[config.mk]
export PLATFORM = sky130hd
export DESIGN_NAME = usb_out_ep_ctl
export DESIGN_NICKNAME = d
export VERILOG_FILES = /design/src/rtl/usb_out_ep_pkg.sv /design/src/rtl/usb_out_ep_rstsync.sv /design/src/rtl/usb_out_ep_csr_if.sv /design/src/rtl/usb_out_ep_pktq.sv /design/src/rtl/usb_out_ep_hsk.sv /design/src/rtl/usb_out_ep_ctl.sv
export SDC_FILE = /design/constraint.sdc
export NUM_CORES = 1
export LEC_CHECK = 0
export BUFFER_PORTS_ARGS = -buffer_cell sky130_fd_sc_hd__buf_2
export CELL_PAD_IN_SITES_DETAIL_PLACEMENT = 1
export CELL_PAD_IN_SITES_GLOBAL_PLACEMENT = 1
export CORE_AREA = 2 2 51 53
export DETAILED_ROUTE_END_ITERATION = 16
export DIE_AREA = 0 0 53 55
export HOLD_SLACK_MARGIN = 0.08
export PLACE_DENSITY_LB_ADDON = 0.1
export SLEW_MARGIN = 40
export SYNTH_ARGS = -nofsm -noshare
export SYNTH_HDL_FRONTEND = slang
export SYNTH_SLANG_ARGS = --single-unit
[constraint.sdc]
create_clock -name clk -period 3 [get_ports clk]
set_input_delay 0.6 -clock clk [delete_from_list [all_inputs] [get_ports clk]]
set_output_delay 0.6 -clock clk [all_outputs]
set_load 0.01 [all_outputs]
[src/rtl/usb_out_ep_pkg.sv]
package usb_out_ep_pkg;

  localparam int unsigned CSR_W = 8;

  // Read-back layout of the endpoint control byte (bit 7 first).
  typedef struct packed {
    logic tog_clr;     // always reads 0
    logic stl_sent;
    logic stl_req;
    logic flush;
    logic data_err;
    logic overrun;
    logic full;
    logic ready;
  } ep_csr_t;

  // Decoded write actions for one register write.
  typedef struct packed {
    logic tog_clr;
    logic stl_sent_clr;
    logic stl_req_wr;
    logic stl_req_val;
    logic flush_req;
    logic ovr_clr;
    logic rdy_clr;
  } ep_wr_t;

endpackage

[src/rtl/usb_out_ep_rstsync.sv]
module usb_out_ep_rstsync (
  input  logic clk,
  input  logic rst_n,
  output logic rst_sync_n
);

  logic [1:0] sync_q;

  always_ff @(posedge clk or negedge rst_n) begin
    if (!rst_n) sync_q <= 2'b00;
    else        sync_q <= {sync_q[0], 1'b1};
  end

  assign rst_sync_n = sync_q[1];

endmodule

[src/rtl/usb_out_ep_csr_if.sv]
module usb_out_ep_csr_if
  import usb_out_ep_pkg::*;
#(
  parameter int unsigned           ADDR_W     = 6,
  parameter logic [ADDR_W-1:0]     REG_OFFSET = 6'h14
) (
  input  logic [ADDR_W-1:0] cpu_addr,
  input  logic              cpu_wr,
  input  logic              cpu_rd,
  input  logic [CSR_W-1:0]  cpu_wdata,
  input  ep_csr_t           status,
  output ep_wr_t            wr_act,
  output logic [CSR_W-1:0]  cpu_rdata
);

  logic addr_hit;
  logic wr_hit;
  logic unused_wbits;

  assign addr_hit = (cpu_addr == REG_OFFSET);
  assign wr_hit   = cpu_wr & addr_hit;

  // Bits 3 and 1 are status only; their write data is dropped.
  assign unused_wbits = ^{cpu_wdata[3], cpu_wdata[1]};

  always_comb begin
    wr_act              = '0;
    wr_act.tog_clr      = wr_hit &  cpu_wdata[7];
    wr_act.stl_sent_clr = wr_hit & ~cpu_wdata[6];
    wr_act.stl_req_wr   = wr_hit;
    wr_act.stl_req_val  = cpu_wdata[5];
    wr_act.flush_req    = wr_hit &  cpu_wdata[4];
    wr_act.ovr_clr      = wr_hit & ~cpu_wdata[2];
    wr_act.rdy_clr      = wr_hit & ~cpu_wdata[0];
  end

  always_comb begin
    cpu_rdata = '0;
    if (cpu_rd && addr_hit) begin
      cpu_rdata = status;
    end
  end

endmodule

[src/rtl/usb_out_ep_pktq.sv]
module usb_out_ep_pktq #(
  parameter int unsigned MAX_PKTS = 2,
  localparam int unsigned CNT_W   = $clog2(MAX_PKTS + 1)
) (
  input  logic clk,
  input  logic rst_n,
  input  logic pkt_valid,
  input  logic pkt_err,
  input  logic iso_mode,
  input  logic dbuf_en,
  input  logic rdy_clr,
  input  logic flush_req,
  input  logic ovr_clr,
  output logic rdy,
  output logic daterr,
  output logic ovrun,
  output logic flush_busy,
  output logic full,
  output logic irq,
  output logic rewind,
  output logic pkt_stored
);

  logic [CNT_W-1:0]    cnt_q, cnt_d, cap, wr_idx;
  logic [MAX_PKTS-1:0] err_q, err_d, err_shift;
  logic                rdy_q, rdy_d;
  logic                irq_q, irq_d;
  logic                flush_q, flush_d;
  logic                ovr_q, ovr_d;
  logic                cnt_en, err_en, rdy_en, ovr_en;
  logic                try_store, store, ovr_evt;
  logic                rel_sw, rel_fl, release_pkt, rdy_set;

  // Capacity: one packet, or all slots when double buffering.
  assign cap  = dbuf_en ? CNT_W'(MAX_PKTS) : CNT_W'(1);
  assign full = (cnt_q >= cap);

  // Non-ISO packets with errors are never stored.
  assign try_store = pkt_valid & (iso_mode | ~pkt_err);
  assign store     = try_store & ~full;
  assign ovr_evt   = pkt_valid & iso_mode & full;

  assign rel_sw      = rdy_clr & rdy_q;
  assign rel_fl      = flush_q & (cnt_q != '0);
  assign release_pkt = rel_sw | rel_fl;

  assign rdy_set = ~release_pkt & ~rdy_q & ((cnt_q != '0) | store);

  assign cnt_d  = cnt_q + CNT_W'(store) - CNT_W'(release_pkt);
  assign cnt_en = store | release_pkt;

  // Per-slot error flags: shift toward slot 0 on release, write new at tail.
  assign wr_idx = cnt_q - CNT_W'(release_pkt);

  for (genvar i = 0; i < MAX_PKTS; i++) begin : g_slot
    if (i == MAX_PKTS - 1) begin : g_top
      assign err_shift[i] = release_pkt ? 1'b0 : err_q[i];
    end else begin : g_mid
      assign err_shift[i] = release_pkt ? err_q[i+1] : err_q[i];
    end
    assign err_d[i] = (store && (wr_idx == CNT_W'(i))) ? (iso_mode & pkt_err)
                                                       : err_shift[i];
  end
  assign err_en = store | release_pkt;

  assign rdy_d  = release_pkt ? 1'b0 : 1'b1;
  assign rdy_en = release_pkt | rdy_set;
  assign irq_d  = rdy_set;

  assign flush_d = flush_req;

  assign ovr_d  = ovr_evt ? 1'b1 : 1'b0;
  assign ovr_en = ovr_evt | ovr_clr;

  always_ff @(posedge clk or negedge rst_n) begin
    if (!rst_n) begin
      cnt_q   <= '0;
      err_q   <= '0;
      rdy_q   <= 1'b0;
      irq_q   <= 1'b0;
      flush_q <= 1'b0;
      ovr_q   <= 1'b0;
    end else begin
      if (cnt_en) cnt_q <= cnt_d;
      if (err_en) err_q <= err_d;
      if (rdy_en) rdy_q <= rdy_d;
      if (ovr_en) ovr_q <= ovr_d;
      irq_q   <= irq_d;
      flush_q <= flush_d;
    end
  end

  assign rdy        = rdy_q;
  assign daterr     = rdy_q & err_q[0];
  assign ovrun      = ovr_q;
  assign flush_busy = flush_q;
  assign irq        = irq_q;
  assign rewind     = rel_fl;
  assign pkt_stored = store;

  assert_irq_single_R9: assert property (@(posedge clk) disable iff (!rst_n)
    irq_q |=> !irq_q);

  assert_cnt_bound_R8: assert property (@(posedge clk) disable iff (!rst_n)
    cnt_q <= CNT_W'(MAX_PKTS));

  assert_ovrun_source_R7: assert property (@(posedge clk) disable iff (!rst_n)
    $rose(ovr_q) |-> $past(iso_mode && pkt_valid));

  assert_flush_one_R5: assert property (@(posedge clk) disable iff (!rst_n)
    (flush_q && cnt_q != '0 && !store) |=> (cnt_q == $past(cnt_q) - CNT_W'(1)));

endmodule

[src/rtl/usb_out_ep_hsk.sv]
module usb_out_ep_hsk (
  input  logic clk,
  input  logic rst_n,
  input  logic tog_clr,
  input  logic stall_sent,
  input  logic stl_sent_clr,
  input  logic stl_req_wr,
  input  logic stl_req_val,
  input  logic iso_mode,
  input  logic pkt_stored,
  output logic toggle,
  output logic stl_sent,
  output logic stl_req_bit,
  output logic stall_req
);

  logic tog_q, tog_d, tog_en;
  logic sent_q, sent_d, sent_en;
  logic req_q;

  assign tog_en = tog_clr | (pkt_stored & ~iso_mode);
  assign tog_d  = tog_clr ? 1'b0 : ~tog_q;

  assign sent_en = stall_sent | stl_sent_clr;
  assign sent_d  = stall_sent;

  always_ff @(posedge clk or negedge rst_n) begin
    if (!rst_n) begin
      tog_q  <= 1'b0;
      sent_q <= 1'b0;
      req_q  <= 1'b0;
    end else begin
      if (tog_en)     tog_q  <= tog_d;
      if (sent_en)    sent_q <= sent_d;
      if (stl_req_wr) req_q  <= stl_req_val;
    end
  end

  assign toggle      = tog_q;
  assign stl_sent    = sent_q;
  assign stl_req_bit = req_q;
  assign stall_req   = req_q & ~iso_mode;

  assert_stall_seen_R3: assert property (@(posedge clk) disable iff (!rst_n)
    stall_sent |=> sent_q);

  assert_tog_clear_R2: assert property (@(posedge clk) disable iff (!rst_n)
    tog_clr |=> !tog_q);

  assert_tog_iso_hold_R11: assert property (@(posedge clk) disable iff (!rst_n)
    (iso_mode && !tog_clr) |=> $stable(tog_q));

endmodule

[src/rtl/usb_out_ep_ctl.sv]
module usb_out_ep_ctl
  import usb_out_ep_pkg::*;
#(
  parameter int unsigned       ADDR_W     = 6,
  parameter logic [ADDR_W-1:0] REG_OFFSET = 6'h14,
  parameter int unsigned       MAX_PKTS   = 2
) (
  input  logic              clk,
  input  logic              rst_n,
  input  logic [ADDR_W-1:0] cpu_addr,
  input  logic              cpu_wr,
  input  logic              cpu_rd,
  input  logic [7:0]        cpu_wdata,
  output logic [7:0]        cpu_rdata,
  input  logic              sie_pkt_valid,
  input  logic              sie_pkt_err,
  input  logic              sie_stall_sent,
  input  logic              iso_mode,
  input  logic              dbuf_en,
  output logic              stall_req,
  output logic              data_toggle,
  output logic              ep_irq,
  output logic              fifo_full,
  output logic              fifo_rewind
);

  logic    rst_sync_n;
  ep_wr_t  wr_act;
  ep_csr_t status;
  logic    q_rdy, q_daterr, q_ovrun, q_flush, q_full, q_stored;
  logic    h_sent, h_req;

  usb_out_ep_rstsync u_rstsync (
    .clk        (clk),
    .rst_n      (rst_n),
    .rst_sync_n (rst_sync_n)
  );

  usb_out_ep_csr_if #(
    .ADDR_W     (ADDR_W),
    .REG_OFFSET (REG_OFFSET)
  ) u_csr_if (
    .cpu_addr  (cpu_addr),
    .cpu_wr    (cpu_wr),
    .cpu_rd    (cpu_rd),
    .cpu_wdata (cpu_wdata),
    .status    (status),
    .wr_act    (wr_act),
    .cpu_rdata (cpu_rdata)
  );

  usb_out_ep_pktq #(
    .MAX_PKTS (MAX_PKTS)
  ) u_pktq (
    .clk        (clk),
    .rst_n      (rst_sync_n),
    .pkt_valid  (sie_pkt_valid),
    .pkt_err    (sie_pkt_err),
    .iso_mode   (iso_mode),
    .dbuf_en    (dbuf_en),
    .rdy_clr    (wr_act.rdy_clr),
    .flush_req  (wr_act.flush_req),
    .ovr_clr    (wr_act.ovr_clr),
    .rdy        (q_rdy),
    .daterr     (q_daterr),
    .ovrun      (q_ovrun),
    .flush_busy (q_flush),
    .full       (q_full),
    .irq        (ep_irq),
    .rewind     (fifo_rewind),
    .pkt_stored (q_stored)
  );

  usb_out_ep_hsk u_hsk (
    .clk          (clk),
    .rst_n        (rst_sync_n),
    .tog_clr      (wr_act.tog_clr),
    .stall_sent   (sie_stall_sent),
    .stl_sent_clr (wr_act.stl_sent_clr),
    .stl_req_wr   (wr_act.stl_req_wr),
    .stl_req_val  (wr_act.stl_req_val),
    .iso_mode     (iso_mode),
    .pkt_stored   (q_stored),
    .toggle       (data_toggle),
    .stl_sent     (h_sent),
    .stl_req_bit  (h_req),
    .stall_req    (stall_req)
  );

  always_comb begin
    status          = '0;
    status.tog_clr  = 1'b0;
    status.stl_sent = h_sent;
    status.stl_req  = h_req;
    status.flush    = q_flush;
    status.data_err = q_daterr;
    status.overrun  = q_ovrun;
    status.full     = q_full;
    status.ready    = q_rdy;
  end

  assign fifo_full = q_full;

  assert_full_refuses_R8: assert property (@(posedge clk) disable iff (!rst_sync_n)
    fifo_full |-> !q_stored);

endmodule

# Word level (Yosys, flattened, before mapping)
# Index checks and enable logic that the tools add are counted.
# word_totals
register_bits	13
latchBits	0
ram_bits	0
rom_bits	0
input_bits	23
out_inout_bits	13
elab_cells	70
memories	0
# op_classes
n_addsub	3
n_mul	0
div_mod_pow	0
magnitude_cmp	1
n_eq_ne	2
shift	0
muxes	9
bitwise	35
n_reduce_logical	9
# ops
op	n
1-bit bitwise AND	18
1-bit inverter	9
1-bit bitwise OR	8
1-bit two-way mux	7
7-bit two-way mux	1
6-bit by 5-bit equality test with 1-bit output (second input constant)	1
2-bit nonzero test	3
2-bit AND reduction	2
2-bit by 1-bit subtractor with 2-bit output	2
1-bit logical AND	3
2-bit by 1-bit adder with 2-bit output	1
2-bit by 1-bit equality test with 1-bit output (second input constant)	1
2-bit >= comparator	1
2-bit logical NOT	1
2-bit two-way mux	1

# Logic depth before layout (Yosys ltp)
# Gate-level depths: netlist of the first run.
# logic_depth
ltp_word	10
ltp_mapped	11
ltp_nobuf	11

# Modules after synthesis
# Synthesis of the first run repeated with hierarchy kept, for this count alone.
# unflattened
cells_unflattened	82
area_unflattened_um2	874.6
# modules_own_cells
module	n_inst	cells_each	area_each_um2	seq_area_each_um2
usb_out_ep_pktq	1	47	491.7	200.2
usb_out_ep_csr_if	1	20	190.2	0.0
usb_out_ep_hsk	1	11	135.1	75.1
usb_out_ep_rstsync	1	3	53.8	50.0
usb_out_ep_ctl	1	1	3.8	0.0

# Least setup slack after synthesis of the first run
# Ideal clock, no wire load.
# synth_path
kind	in2reg
start	in dbuf_en
end	reg u_pktq.cnt_q[0]
setup_ps	125
arrival_time_ps	2255
t_required_ps	2875
path_slack_ps	620
path_stages	9
path_cell_list	inv_1 -> ha_1 -> nand2b_4 -> a211oi_4 -> inv_2 -> ha_1 -> inv_1 -> ha_1 -> mux2_2
# synth_between
elab_chain_len	6
word_cells_on_any_way	7
cone_classes	2 x add/sub; 1 x order compare; 1 x mux; 3 x bitwise
# synth_rtl
item	line	text
start, declared	usb_out_ep_ctl.sv:19	input logic dbuf_en,
2-bit two-way mux	usb_out_ep_pktq.sv:35	assign cap = dbuf_en ? CNT_W'(MAX_PKTS) : CNT_W'(1);
2-bit >= comparator	usb_out_ep_pktq.sv:36	assign full = (cnt_q >= cap);
1-bit inverter	usb_out_ep_pktq.sv:40	assign store = try_store & ~full;
1-bit bitwise AND	usb_out_ep_pktq.sv:40	
2-bit by 1-bit adder with 2-bit output	usb_out_ep_pktq.sv:49	assign cnt_d = cnt_q + CNT_W'(store) - CNT_W'(release_pkt);
2-bit by 1-bit subtractor with 2-bit output	usb_out_ep_pktq.sv:49	
net u_pktq.cnt_d[0]	usb_out_ep_pktq.sv:24	logic [CNT_W-1:0] cnt_q, cnt_d, cap, wr_idx;
end signal, assigned	usb_out_ep_pktq.sv:84	if (cnt_en) cnt_q <= cnt_d;
end, declared	usb_out_ep_pktq.sv:24	
# The timed path passes the listed nets, and every way through them passes these cells.
# A chain may end at the register's enable or synchronous reset.

# Final worst setup path of the first run
# layout_path
start	reg u_pktq.cnt_q[0]
end	reg u_pktq.cnt_q[1]
# layout_between
elab_chain_len	5
word_cells_on_any_way	9
cone_classes	2 x add/sub; 1 x order compare; 5 x bitwise; 1 x reduce/logical
# layout_rtl
item	line
2-bit >= comparator	usb_out_ep_pktq.sv:36
1-bit inverter	usb_out_ep_pktq.sv:40
1-bit bitwise AND	usb_out_ep_pktq.sv:40
2-bit by 1-bit adder with 2-bit output	usb_out_ep_pktq.sv:49
2-bit by 1-bit subtractor with 2-bit output	usb_out_ep_pktq.sv:49
# Several ways; a longest one is shown, not always the timed one.

==> impl_metrics.env, run 1 <==
export IMPL_run_status="complete, no violations"
export IMPL_asyncSetResetFlopFracSynth_pct=100
export IMPL_yosysSeqAreaShare_pct=38.6
export IMPL_endpoint_kind_of_the_worst_setup_timing_path="register"
export IMPL_cp_cell_sequence="inv_1, ha_1, nand2b_4, a211oi_4, inv_2, ha_1, inv_1, ha_1, xnor2_1, nor2_1, xor2_1"
export IMPL_grt_max_degree=12
export IMPL_startpoint="u_pktq.cnt_q[0]"
export IMPL_synth_cell_types=34
export IMPL_gp_congestion=0.807
export IMPL_filler_cell_count=294
export IMPL_area_growth_synth_to_final_pct=26.9
export IMPL_remaining_drc_errors=0
export IMPL_path_class="register to register"
export IMPL_cts_buffers=3
export IMPL_setup_viol_count_final=0
export IMPL_drive_above_1_share_pct=37.3
export IMPL_synth_edff_count=0
export IMPL_critPathMaxFanout=6
export IMPL_slew_violations=0
export IMPL_cts_tree="yes"
export IMPL_initial_core_util_pct=35.6
export IMPL_clock_path_buffers=2
export IMPL_std_cell_rows=18
export IMPL_hp_class="register to asynchronous set/reset pin"
export IMPL_pre_cts_slack_ps=374
export IMPL_grt_remaining_overflow=0
export IMPL_timing_critical_path_from_type="register"
export IMPL_worst_clock_skew_ps=1.67
export IMPL_timing_fmax_mhz=422
export IMPL_worst_ep_required_time_ps=3200
export IMPL_r2r_cell_count=11
export IMPL_total_switching_power_mw=0.212
export IMPL_ioPinCount=36
export IMPL_drt_wl_total_mm=1.95
export IMPL_clkLatencyLatePin_ps=280
export IMPL_power_frac_seq_pct=41.4
export IMPL_place_detailed_hpwl_mm=1.59
export IMPL_htree_levels=1
export IMPL_grt_antenna_before_repair=0
export IMPL_power_per_cell_area_nw_per_um2=537
export IMPL_cts_hold_buffers=1
export IMPL_critical_path_slowest_cell="dfrtp_1"
export IMPL_cap_viol_max_count=0
export IMPL_drt_iter0_markers=4
export IMPL_die_height_um=55
export IMPL_vdd_drop_max_mv=0.277
export IMPL_synth_cells_most_frequent="dfrtp_1 (13), inv_1 (9), and2_1 (7)"
export IMPL_antenna_diode_count=0
export IMPL_clkSlewWorstSetupHoldPaths_ps=80
export IMPL_drt_vias_per_instance=4.92
export IMPL_timing_critical_path_mode_cell="ha_1"
export IMPL_cts_resized=0
export IMPL_number_of_global_route_vias_before_repair=710
export IMPL_worst_setup_path_endpoint="u_pktq.cnt_q[1]"
export IMPL_rsz0062_at_grt="no"
export IMPL_die_width_um=53
export IMPL_floorplan_core_area_um2=2360
export IMPL_cellInternalPower_mw=0.361
export IMPL_timing_critical_path_arrival_ps=2570
export IMPL_synthDominantCellAreaShare_pct=38.6
export IMPL_grt_pass1_wl_mm=3.02
export IMPL_synth_cell_area_um2=842
export IMPL_power_frac_clock_pct=19.2
export IMPL_syn_avg_cell_area_um2=10.3
export IMPL_final_min_period_over_clock_period_pct=78.9
export IMPL_portBuffers=32
export IMPL_reg2reg_from="u_pktq.cnt_q[0]"
export IMPL_yosysWarningCount=0
export IMPL_layout_nets=148
export IMPL_post_route_min_period_ps=2370
export IMPL_design_die_area_um2=2920
export IMPL_totalNegativeSetupSlack_ps=0
export IMPL_route_vias_total=728
export IMPL_worst_r2r_endpoint="u_pktq.cnt_q[1]"
export IMPL_grt_usage_pct=14.9
export IMPL_sw_frac_of_total_pct=37.0
export IMPL_root_buffer="clkbuf_4"
export IMPL_drtPass1Iterations=4
export IMPL_setup_reg_to_reg_worst_slack_ps=630
export IMPL_post_synth_main_area_contributors="dfrtp_1 (39%), ha_1 (8.9%), and2_1 (5.2%)"
export IMPL_timing_hold_violations_final=0
export IMPL_synth_seq_cells=13
export IMPL_cts_post_setup_buffers_inserted=0
export IMPL_postSynthCellCount=82
export IMPL_most_common_flop_cell_mapped_by_yosys="dfrtp_1"
export IMPL_pwr_share_comb_pct=39.4
export IMPL_setup_slack_ps=632
export IMPL_syn_nets=111
export IMPL_static_leakage_power_nw=0.567
export IMPL_ant_nets=0
export IMPL_clock_sinks=13
export IMPL_critical_path_max_stage_delay_ps=430
export IMPL_synth_most_common_cell="dfrtp_1"
export IMPL_detail_routed_net_length_per_standard_cell_um=13.2
export IMPL_yosysTopAreaCell="dfrtp_1"
worst max-delay path, delay by kind of cell (launching register included):
family                   cells  cell delay, ps
AO/OA/AOI/OAI                1             340
XOR/XNOR                     2             280
AND/OR/NAND/NOR              2             270
flip-flops                   1             430
adder cells (fa/ha/maj)      3             740
buffers and inverters        3             240
cells by family (layout without fill, tap and decap cells):
kind of cell | after synthesis | count (layout) | share of synthesized area (%)
other | 2 | 2 | 0.892
DFF | 13 | 13 | 38.6
and+or+nand+nor | 31 | 31 | 24.7
muxes | 2 | 2 | 2.67
buffers and inverters | 11 | 47 | 5.35
xor gates and xnor gates | 3 | 3 | 3.12
adders and majority gates | 6 | 6 | 8.92
AOI/OAI and AO/OA | 14 | 14 | 15.8
cell type report:
| cell class | instances | area, µm² | share of cell area (%) |
|---|---|---|---|
| Inverter | 10 | 37.5 | 3.51 |
| Clock buffer | 4 | 26.3 | 2.46 |
| Timing Repair Buffer | 33 | 170 | 15.9 |
| Sequential cell | 13 | 325 | 30.4 |
| Multi-Input combinational cell | 58 | 472 | 44.1 |
| Tap cell | 30 | 37.5 | 3.51 |
flip-flops by register name, summed over array words and instances, names as in the netlist:
name,flops
u_pktq.irq,1
u_hsk.stl_req_bit,1
u_hsk.stl_sent,1
u_hsk.toggle,1
u_pktq.cnt_q,2
u_pktq.flush_busy,1
u_rstsync.sync_q,2
u_pktq.err_q,2
u_pktq.rdy,1
u_pktq.ovrun,1
power by group through the flow:
stage          Combinational (mW)  Sequential (mW)  Clock [mW]
6_report                    0.226            0.237       0.110
3_5_place_dp                0.228            0.240           0
5_1_grt                     0.254            0.242       0.125
3_3_place_gp                0.215            0.238           0
4_1_cts                     0.230            0.238       0.118
2_1_floorplan               0.163            0.233           0
layer usage:
metal  GRT usage [%]  vias up  share of wire (%)
li1                -      351                  -
met1            16.2      354                 42
met2            27.1       19                 50
met3            5.11        4                6.3
met4            5.13        0                1.6
met5               0        -                  0
how the worst min path moves through the flow:
stage	cells past startpoint	start	to
detailed placement	0	u_rstsync.sync_q[1]	u_hsk.stl_sent
global route	0	u_rstsync.sync_q[1]	u_hsk.stl_sent
global placement	0	u_rstsync.sync_q[1]	u_pktq.irq
floorplan	0	u_rstsync.sync_q[1]	u_hsk.stl_req_bit
CTS	0	u_rstsync.sync_q[1]	u_pktq.rdy
finish	0	u_rstsync.sync_q[1]	u_pktq.flush_busy
through the flow:
| step | instances | util, % | hold WS (ps) | area (µm²) | power (mW) |
|---|---|---|---|---|---|
| final | 148 | 45.2 | 191 | 1070 | 0.573 |
| after global routing | 148 | 45.2 | 254 | 1070 | 0.621 |
| after CTS | 148 | 45.2 | 222 | 1070 | 0.587 |
| after detailed placement | 143 | 43.7 | 211 | 1030 | 0.469 |
| after global placement | 143 | 43.7 | 215 | 1030 | 0.453 |
| after floorplan | 82 | - | 134 | 842 | 0.396 |
cell usage in the layout (no fill, tap or decap), drive strengths merged, types with 4 or more instances in the layout:
cell    Yosys  layout
and2        7       7
clkbuf      0       4
buf         1      32
inv        10      10
ha          6       6
o21ai       4       4
nand2       5       5
dfrtp      13      13
(Power assumes the default switching activity.)
==> run 2: changes to the inputs <==
CORE_AREA = 2 2 53 55   (was 2 2 51 53)
DIE_AREA = 0 0 55 57   (was 0 0 53 55)
clock period = 2.2 ns   (was 3 ns; I/O delays follow)
==> impl_metrics.env, run 2 (same netlist as run 1, synthesis figures left out) <==
export IMPL_drt_vias_per_instance=4.70
export IMPL_detail_routed_net_length_per_standard_cell_um=13.4
export IMPL_worst_setup_path_endpoint="u_pktq.cnt_q[1]"
export IMPL_totalNegativeSetupSlack_ps=0
export IMPL_cellInternalPower_mw=0.595
export IMPL_clock_sinks=13
export IMPL_hp_class="register to asynchronous set/reset pin"
export IMPL_clkSlewWorstSetupHoldPaths_ps=80
export IMPL_cts_tree="yes"
export IMPL_run_status="complete, no violations"
export IMPL_gp_congestion=0.825
export IMPL_timing_critical_path_arrival_ps=2350
export IMPL_design_power_total_mw=0.926
export IMPL_vdd_drop_max_mv=0.646
export IMPL_htree_levels=1
export IMPL_total_switching_power_mw=0.331
export IMPL_ioPinCount=36
export IMPL_place_detailed_hpwl_mm=1.63
export IMPL_root_buffer="clkbuf_4"
export IMPL_layout_nets=162
export IMPL_timing_hold_violations_final=0
export IMPL_sw_frac_of_total_pct=35.7
export IMPL_biggestRegsByFlops="u_pktq.cnt_q x2, u_pktq.err_q x2, u_rstsync.sync_q x2"
export IMPL_setup_reg_to_reg_worst_slack_ps=30
export IMPL_grt_usage_pct=15.9
export IMPL_cts_buffers=3
export IMPL_power_frac_seq_pct=33.8
export IMPL_grt_max_degree=12
export IMPL_cell_area_placed_um2=1100
export IMPL_design_die_area_um2=3140
export IMPL_route_vias_total=766
export IMPL_post_route_min_period_ps=2170
export IMPL_remaining_drc_errors=0
export IMPL_power_frac_clock_pct=16.3
export IMPL_final_min_period_over_clock_period_pct=98.8
export IMPL_rsz0062_at_grt="yes"
export IMPL_drtPass1Iterations=2
export IMPL_static_leakage_power_nw=0.633
export IMPL_drt_iter0_markers=6
export IMPL_endpoint_kind_of_the_worst_setup_timing_path="register"
export IMPL_path_class="register to register"
export IMPL_grt_remaining_overflow=0
export IMPL_startpoint="u_pktq.cnt_q[0]"
export IMPL_grt_antenna_before_repair=0
export IMPL_pwr_share_comb_pct=49.9
export IMPL_number_of_global_route_vias_before_repair=791
export IMPL_std_cell_rows=19
export IMPL_worst_ep_required_time_ps=2370
export IMPL_drt_wl_total_mm=2.18
export IMPL_r2r_cell_count=11
export IMPL_portBuffers=32
export IMPL_leading_cell_types_in_the_layout_fill_and_taps_excluded="buf_2 (32), buf_4 (14), dfrtp_1 (13)"
export IMPL_critPathMaxFanout=4
export IMPL_detail_route_wirelength_met1_um=839
export IMPL_clkLatencyLatePin_ps=280
export IMPL_setup_viol_count_final=0
export IMPL_drive_above_1_share_pct=49.2
export IMPL_met3WireLength_um=110
export IMPL_reg2reg_from="u_pktq.cnt_q[0]"
export IMPL_timing_fmax_mhz=460
export IMPL_final_common_cell="buf_2"
export IMPL_dr_max_layer_used="met4"
export IMPL_antenna_diode_count=0
export IMPL_timing_critical_path_from_type="register"
export IMPL_die_height_um=57
export IMPL_floorplan_core_area_um2=2620
export IMPL_worst_r2r_endpoint="u_pktq.cnt_q[1]"
export IMPL_die_width_um=55
export IMPL_grt_pass1_wl_mm=3.46
export IMPL_slew_violations=0
export IMPL_postLayoutCellArea_um2=1220
export IMPL_area_growth_synth_to_final_pct=45.0
export IMPL_initial_core_util_pct=32.2
export IMPL_ant_nets=0
export IMPL_clock_path_buffers=2
export IMPL_routed_wl_met2_mm=1.17
export IMPL_worst_clock_skew_ps=3.87
export IMPL_cap_viol_max_count=0
export IMPL_power_per_cell_area_nw_per_um2=758
[run 2: critical path: stages, from the launching register on]
cell	delay, ps
dfrtp_1	430
inv_2	110
ha_4	200
nand2b_4	140
a211oi_4	260
inv_2	100
ha_4	270
inv_2	40
ha_4	150
xnor2_2	140
nor2_1	70
xor2_1	150
[run 2: timing repair]
action,4_1_cts,5_1_grt
setup buffers,2,3
resized for setup,0,8
hold endpoints to repair,2,0
hold buffers,1,0
pin swaps,0,9
endpoints found under the setup margin,2,5
[run 2: layout make-up]
class / count / area, µm²
Inverter: 10 / 37.5
Timing Repair Buffer: 47 / 275
Multi-Input combinational cell: 58 / 518
Clock buffer: 4 / 26.3
Tap cell: 31 / 38.8
Fill cell: 318 / 1390
Sequential cell: 13 / 325
[run 2: worst min-delay path by stage]
stage / from / end / slack (ps) / depth (start not counted)
finish: u_rstsync.sync_q[1] / u_pktq.err_q[0] / 200 / 0
global route: u_rstsync.sync_q[1] / u_pktq.err_q[0] / 250 / 0
CTS: u_rstsync.sync_q[1] / u_hsk.stl_sent / 220 / 0
detailed placement: u_rstsync.sync_q[1] / u_pktq.rdy / 220 / 0
global placement: u_rstsync.sync_q[1] / u_pktq.irq / 220 / 0
floorplan: u_rstsync.sync_q[1] / u_hsk.stl_req_bit / 130 / 0
[run 2: through the flow]
step                      cells  hold slack (ps)  utilization [%]  setup slack [ps]
final                       163              200             46.7              26.1
after global routing        163              245             46.7             -99.3
after CTS                   160              223             44.1              36.1
after detailed placement    153              216             42.1             -62.2
after global placement      153              218             42.1             -32.0
after floorplan              82              134                -              10.7
[run 2: layer usage]
metal | vias to the layer above | global-route usage, %
met5 | - | 0
li1 | 381 | -
met1 | 358 | 16.2
met2 | 20 | 27.2
met3 | 7 | 5.24
met4 | 0 | 9.06
[run 2: power groups by stage]
stage                     combinational [mW]  clock [mW]  sequential (mW)
final                                  0.462       0.151            0.313
after global routing                   0.515       0.175            0.321
after CTS                              0.399       0.163            0.310
after detailed placement               0.366           0            0.319
after global placement                 0.352           0            0.316
after floorplan                        0.223           0            0.318
==> run 3: changes to the inputs <==
--- a/config.mk
+++ b/config.mk
@@ -7,2 +7,3 @@
 export LEC_CHECK = 0
+export ABC_AREA = 1
 export BUFFER_PORTS_ARGS = -buffer_cell sky130_fd_sc_hd__buf_2
@@ -10,5 +11,5 @@
 export CELL_PAD_IN_SITES_GLOBAL_PLACEMENT = 1
-export CORE_AREA = 2 2 53 55
+export CORE_AREA = 2 2 55 57
 export DETAILED_ROUTE_END_ITERATION = 16
-export DIE_AREA = 0 0 55 57
+export DIE_AREA = 0 0 57 59
 export HOLD_SLACK_MARGIN = 0.08
==> constraint.sdc (replaced) <==
create_clock -name clk -period 2.2 [get_ports clk]
set_input_delay 0.11 -clock clk [delete_from_list [all_inputs] [get_ports clk]]
set_output_delay 0.11 -clock clk [all_outputs]
set_load 0.01 [all_outputs]
==> impl_metrics.env, run 3 <==
export IMPL_path_class="register to register"
export IMPL_syn_avg_cell_area_um2=7.68
export IMPL_run_status="complete, no violations"
export IMPL_biggestRegsByFlops="u_pktq.cnt_q x2, u_pktq.err_q x2, u_rstsync.sync_q x2"
export IMPL_drt_wl_total_mm=2.18
export IMPL_rsz0062_at_grt="no"
export IMPL_final_min_period_over_clock_period_pct=94.8
export IMPL_clkLatencyLatePin_ps=280
export IMPL_std_cell_rows=19
export IMPL_cellInternalPower_mw=0.533
export IMPL_synth_seq_cells=13
export IMPL_grt_max_degree=12
export IMPL_yosysSeqAreaShare_pct=38.5
export IMPL_antenna_diode_count=0
export IMPL_ioPinCount=36
export IMPL_setup_viol_count_final=0
export IMPL_power_per_cell_area_nw_per_um2=766
export IMPL_critical_path_max_stage_delay_ps=400
export IMPL_timing_critical_path_mode_cell="ha_1"
export IMPL_cap_viol_max_count=0
export IMPL_synthDominantCellAreaShare_pct=38.5
export IMPL_hp_class="input pin to register"
export IMPL_grt_remaining_overflow=0
export IMPL_grt_antenna_before_repair=0
export IMPL_asyncSetResetFlopFracSynth_pct=100
export IMPL_critPathMaxFanout=3
export IMPL_slew_violations=0
export IMPL_die_height_um=59
export IMPL_htree_levels=1
export IMPL_remaining_drc_errors=0
export IMPL_power_frac_clock_pct=17.2
export IMPL_cp_cell_sequence="inv_2, ha_1, nand2_2, nand3_4, nor2_8, inv_1, ha_1, inv_1, ha_1, a21oi_1, o21ai_1, xor2_1"
export IMPL_yosysWarningCount=0
export IMPL_drt_iter0_markers=11
export IMPL_design_die_area_um2=3360
export IMPL_worst_ep_required_time_ps=2370
export IMPL_die_width_um=57
export IMPL_grt_pass1_wl_mm=3.76
export IMPL_totalNegativeSetupSlack_ps=0
export IMPL_synth_edff_count=0
export IMPL_synth_cell_area_um2=845
export IMPL_detail_routed_net_length_per_standard_cell_um=11.7
export IMPL_postSynthCellCount=110
export IMPL_floorplan_core_area_um2=2710
export IMPL_clkSlewWorstSetupHoldPaths_ps=90
export IMPL_yosysTopAreaCell="dfrtp_1"
export IMPL_timing_critical_path_arrival_ps=2250
export IMPL_initial_core_util_pct=31.2
export IMPL_timing_hold_violations_final=0
export IMPL_utilization_pct=43.2
export IMPL_place_detailed_hpwl_mm=1.82
export IMPL_smallest_hold_slack_ps=109
export IMPL_leading_cell_types_in_the_layout_fill_and_taps_excluded="buf_2 (32), inv_1 (19), nand2_1 (18)"
export IMPL_timing_critical_path_from_type="register"
export IMPL_drt_vias_per_instance=4.49
export IMPL_syn_nets=139
export IMPL_most_common_flop_cell_mapped_by_yosys="dfrtp_1"
export IMPL_portBuffers=32
export IMPL_grt_usage_pct=14.5
export IMPL_root_buffer="clkbuf_4"
export IMPL_final_common_cell="buf_2"
export IMPL_total_switching_power_mw=0.364
export IMPL_pwr_share_comb_pct=47.2
export IMPL_ant_nets=0
export IMPL_filler_cell_count=366
export IMPL_synth_cell_types=24
export IMPL_static_leakage_power_nw=0.701
export IMPL_route_vias_total=835
export IMPL_clock_path_buffers=2
export IMPL_post_route_min_period_ps=2080
export IMPL_synth_cells_most_frequent="inv_1 (20), nand2_1 (20), nor2_1 (16)"
export IMPL_layout_nets=185
export IMPL_vdd_drop_max_mv=0.351
export IMPL_area_growth_synth_to_final_pct=38.7
export IMPL_cts_tree="yes"
export IMPL_clock_sinks=13
export IMPL_worst_clock_skew_ps=3.32
export IMPL_sw_frac_of_total_pct=40.6
export IMPL_drtPass1Iterations=3
export IMPL_setup_reg_to_reg_worst_slack_ps=120
export IMPL_endpoint_kind_of_the_worst_setup_timing_path="register"
export IMPL_power_frac_seq_pct=35.6
export IMPL_gp_congestion=0.705
export IMPL_cts_buffers=3
export IMPL_drive_above_1_share_pct=34.2
export IMPL_timing_fmax_mhz=480
export IMPL_critical_path_slowest_cell="dfrtp_1"
export IMPL_number_of_global_route_vias_before_repair=892
export IMPL_post_synth_main_area_contributors="dfrtp_1 (39%), ha_1 (8.9%), inv_1 (8.9%)"
==> run 3: metrics by stage <==
step / cell area (µm²) / std cells / power, mW / setup slack (ps)
3_3_place_gp: 1070 / 176 / 0.698 / 116
5_1_grt: 1170 / 186 / 0.982 / 1.81
3_5_place_dp: 1070 / 176 / 0.724 / 12.0
2_1_floorplan: 845 / 110 / 0.579 / 103
4_1_cts: 1150 / 186 / 0.892 / 35.9
6_report: 1170 / 186 / 0.897 / 115
==> run 3: power by group through the flow <==
| stage | clock [mW] | combinational [mW] | sequential (mW) |
|---|---|---|---|
| finish | 0.154 | 0.423 | 0.320 |
| detailed placement | 0 | 0.404 | 0.320 |
| global placement | 0 | 0.381 | 0.317 |
| CTS | 0.162 | 0.414 | 0.317 |
| floorplan | 0 | 0.253 | 0.326 |
| global route | 0.175 | 0.481 | 0.326 |
==> run 3: worst max-delay path, delay by kind of cell (launching register included) <==
family / cells / cell delay, ps
adder cells (fa/ha/maj): 3 / 700
AO/OA/AOI/OAI: 2 / 230
flip-flops: 1 / 400
AND/OR/NAND/NOR: 3 / 300
buffers and inverters: 3 / 180
XOR/XNOR: 1 / 150
==> run 3: metal layers <==
metal,track usage (%),vias to the layer above,share of wire (%)
li1,-,427,-
met1,15.8,382,39
met2,27.4,21,53
met3,4.37,5,6.2
met4,3.99,0,1.0
met5,0,-,0
==> run 3: path summary, 6_finish.rpt <==
check,startpoint,endpoint,depth (start not counted)
min,sie_pkt_valid,u_pktq.ovrun,3
min in group asynchronous,rst_n,u_rstsync.sync_q[0],2
max reg2reg,u_pktq.cnt_q[0],u_pktq.cnt_q[1],12
max,u_pktq.cnt_q[0],u_pktq.cnt_q[1],12
min reg2reg,u_rstsync.sync_q[1],u_pktq.err_q[1],0
max in group asynchronous,u_rstsync.sync_q[1],u_pktq.ovrun,0
==> run 3: logic make-up (layout without fill, tap and decap cells) <==
group / count (synthesis) / in the layout / share of synthesized area [%]
simple gates: 54 / 54 / 33.0
buf+inv: 23 / 68 / 10.7
flops: 13 / 13 / 38.5
compound gates: 11 / 11 / 6.96
fa+ha+maj: 6 / 6 / 8.89
other cells: 2 / 2 / 0.889
xor+xnor: 1 / 1 / 1.04
==> run 3: layout make-up <==
class / instances / area [µm²] / share of cell area, %
Clock buffer: 3 / 22.5 / 1.92
Clock inverter: 1 / 5.00 / 0.427
Inverter: 22 / 82.6 / 7.05
Multi-Input combinational cell: 74 / 447 / 38.1
Sequential cell: 13 / 325 / 27.8
Tap cell: 31 / 38.8 / 3.31
Timing Repair Buffer: 42 / 250 / 21.4
==> run 3: repair_timing <==
action	in CTS	in global routing
setup buffers	0	0
gates resized for setup	1	4
hold buffers	6	0
hold endpoints to repair	6	0
setup endpoints to repair	1	1
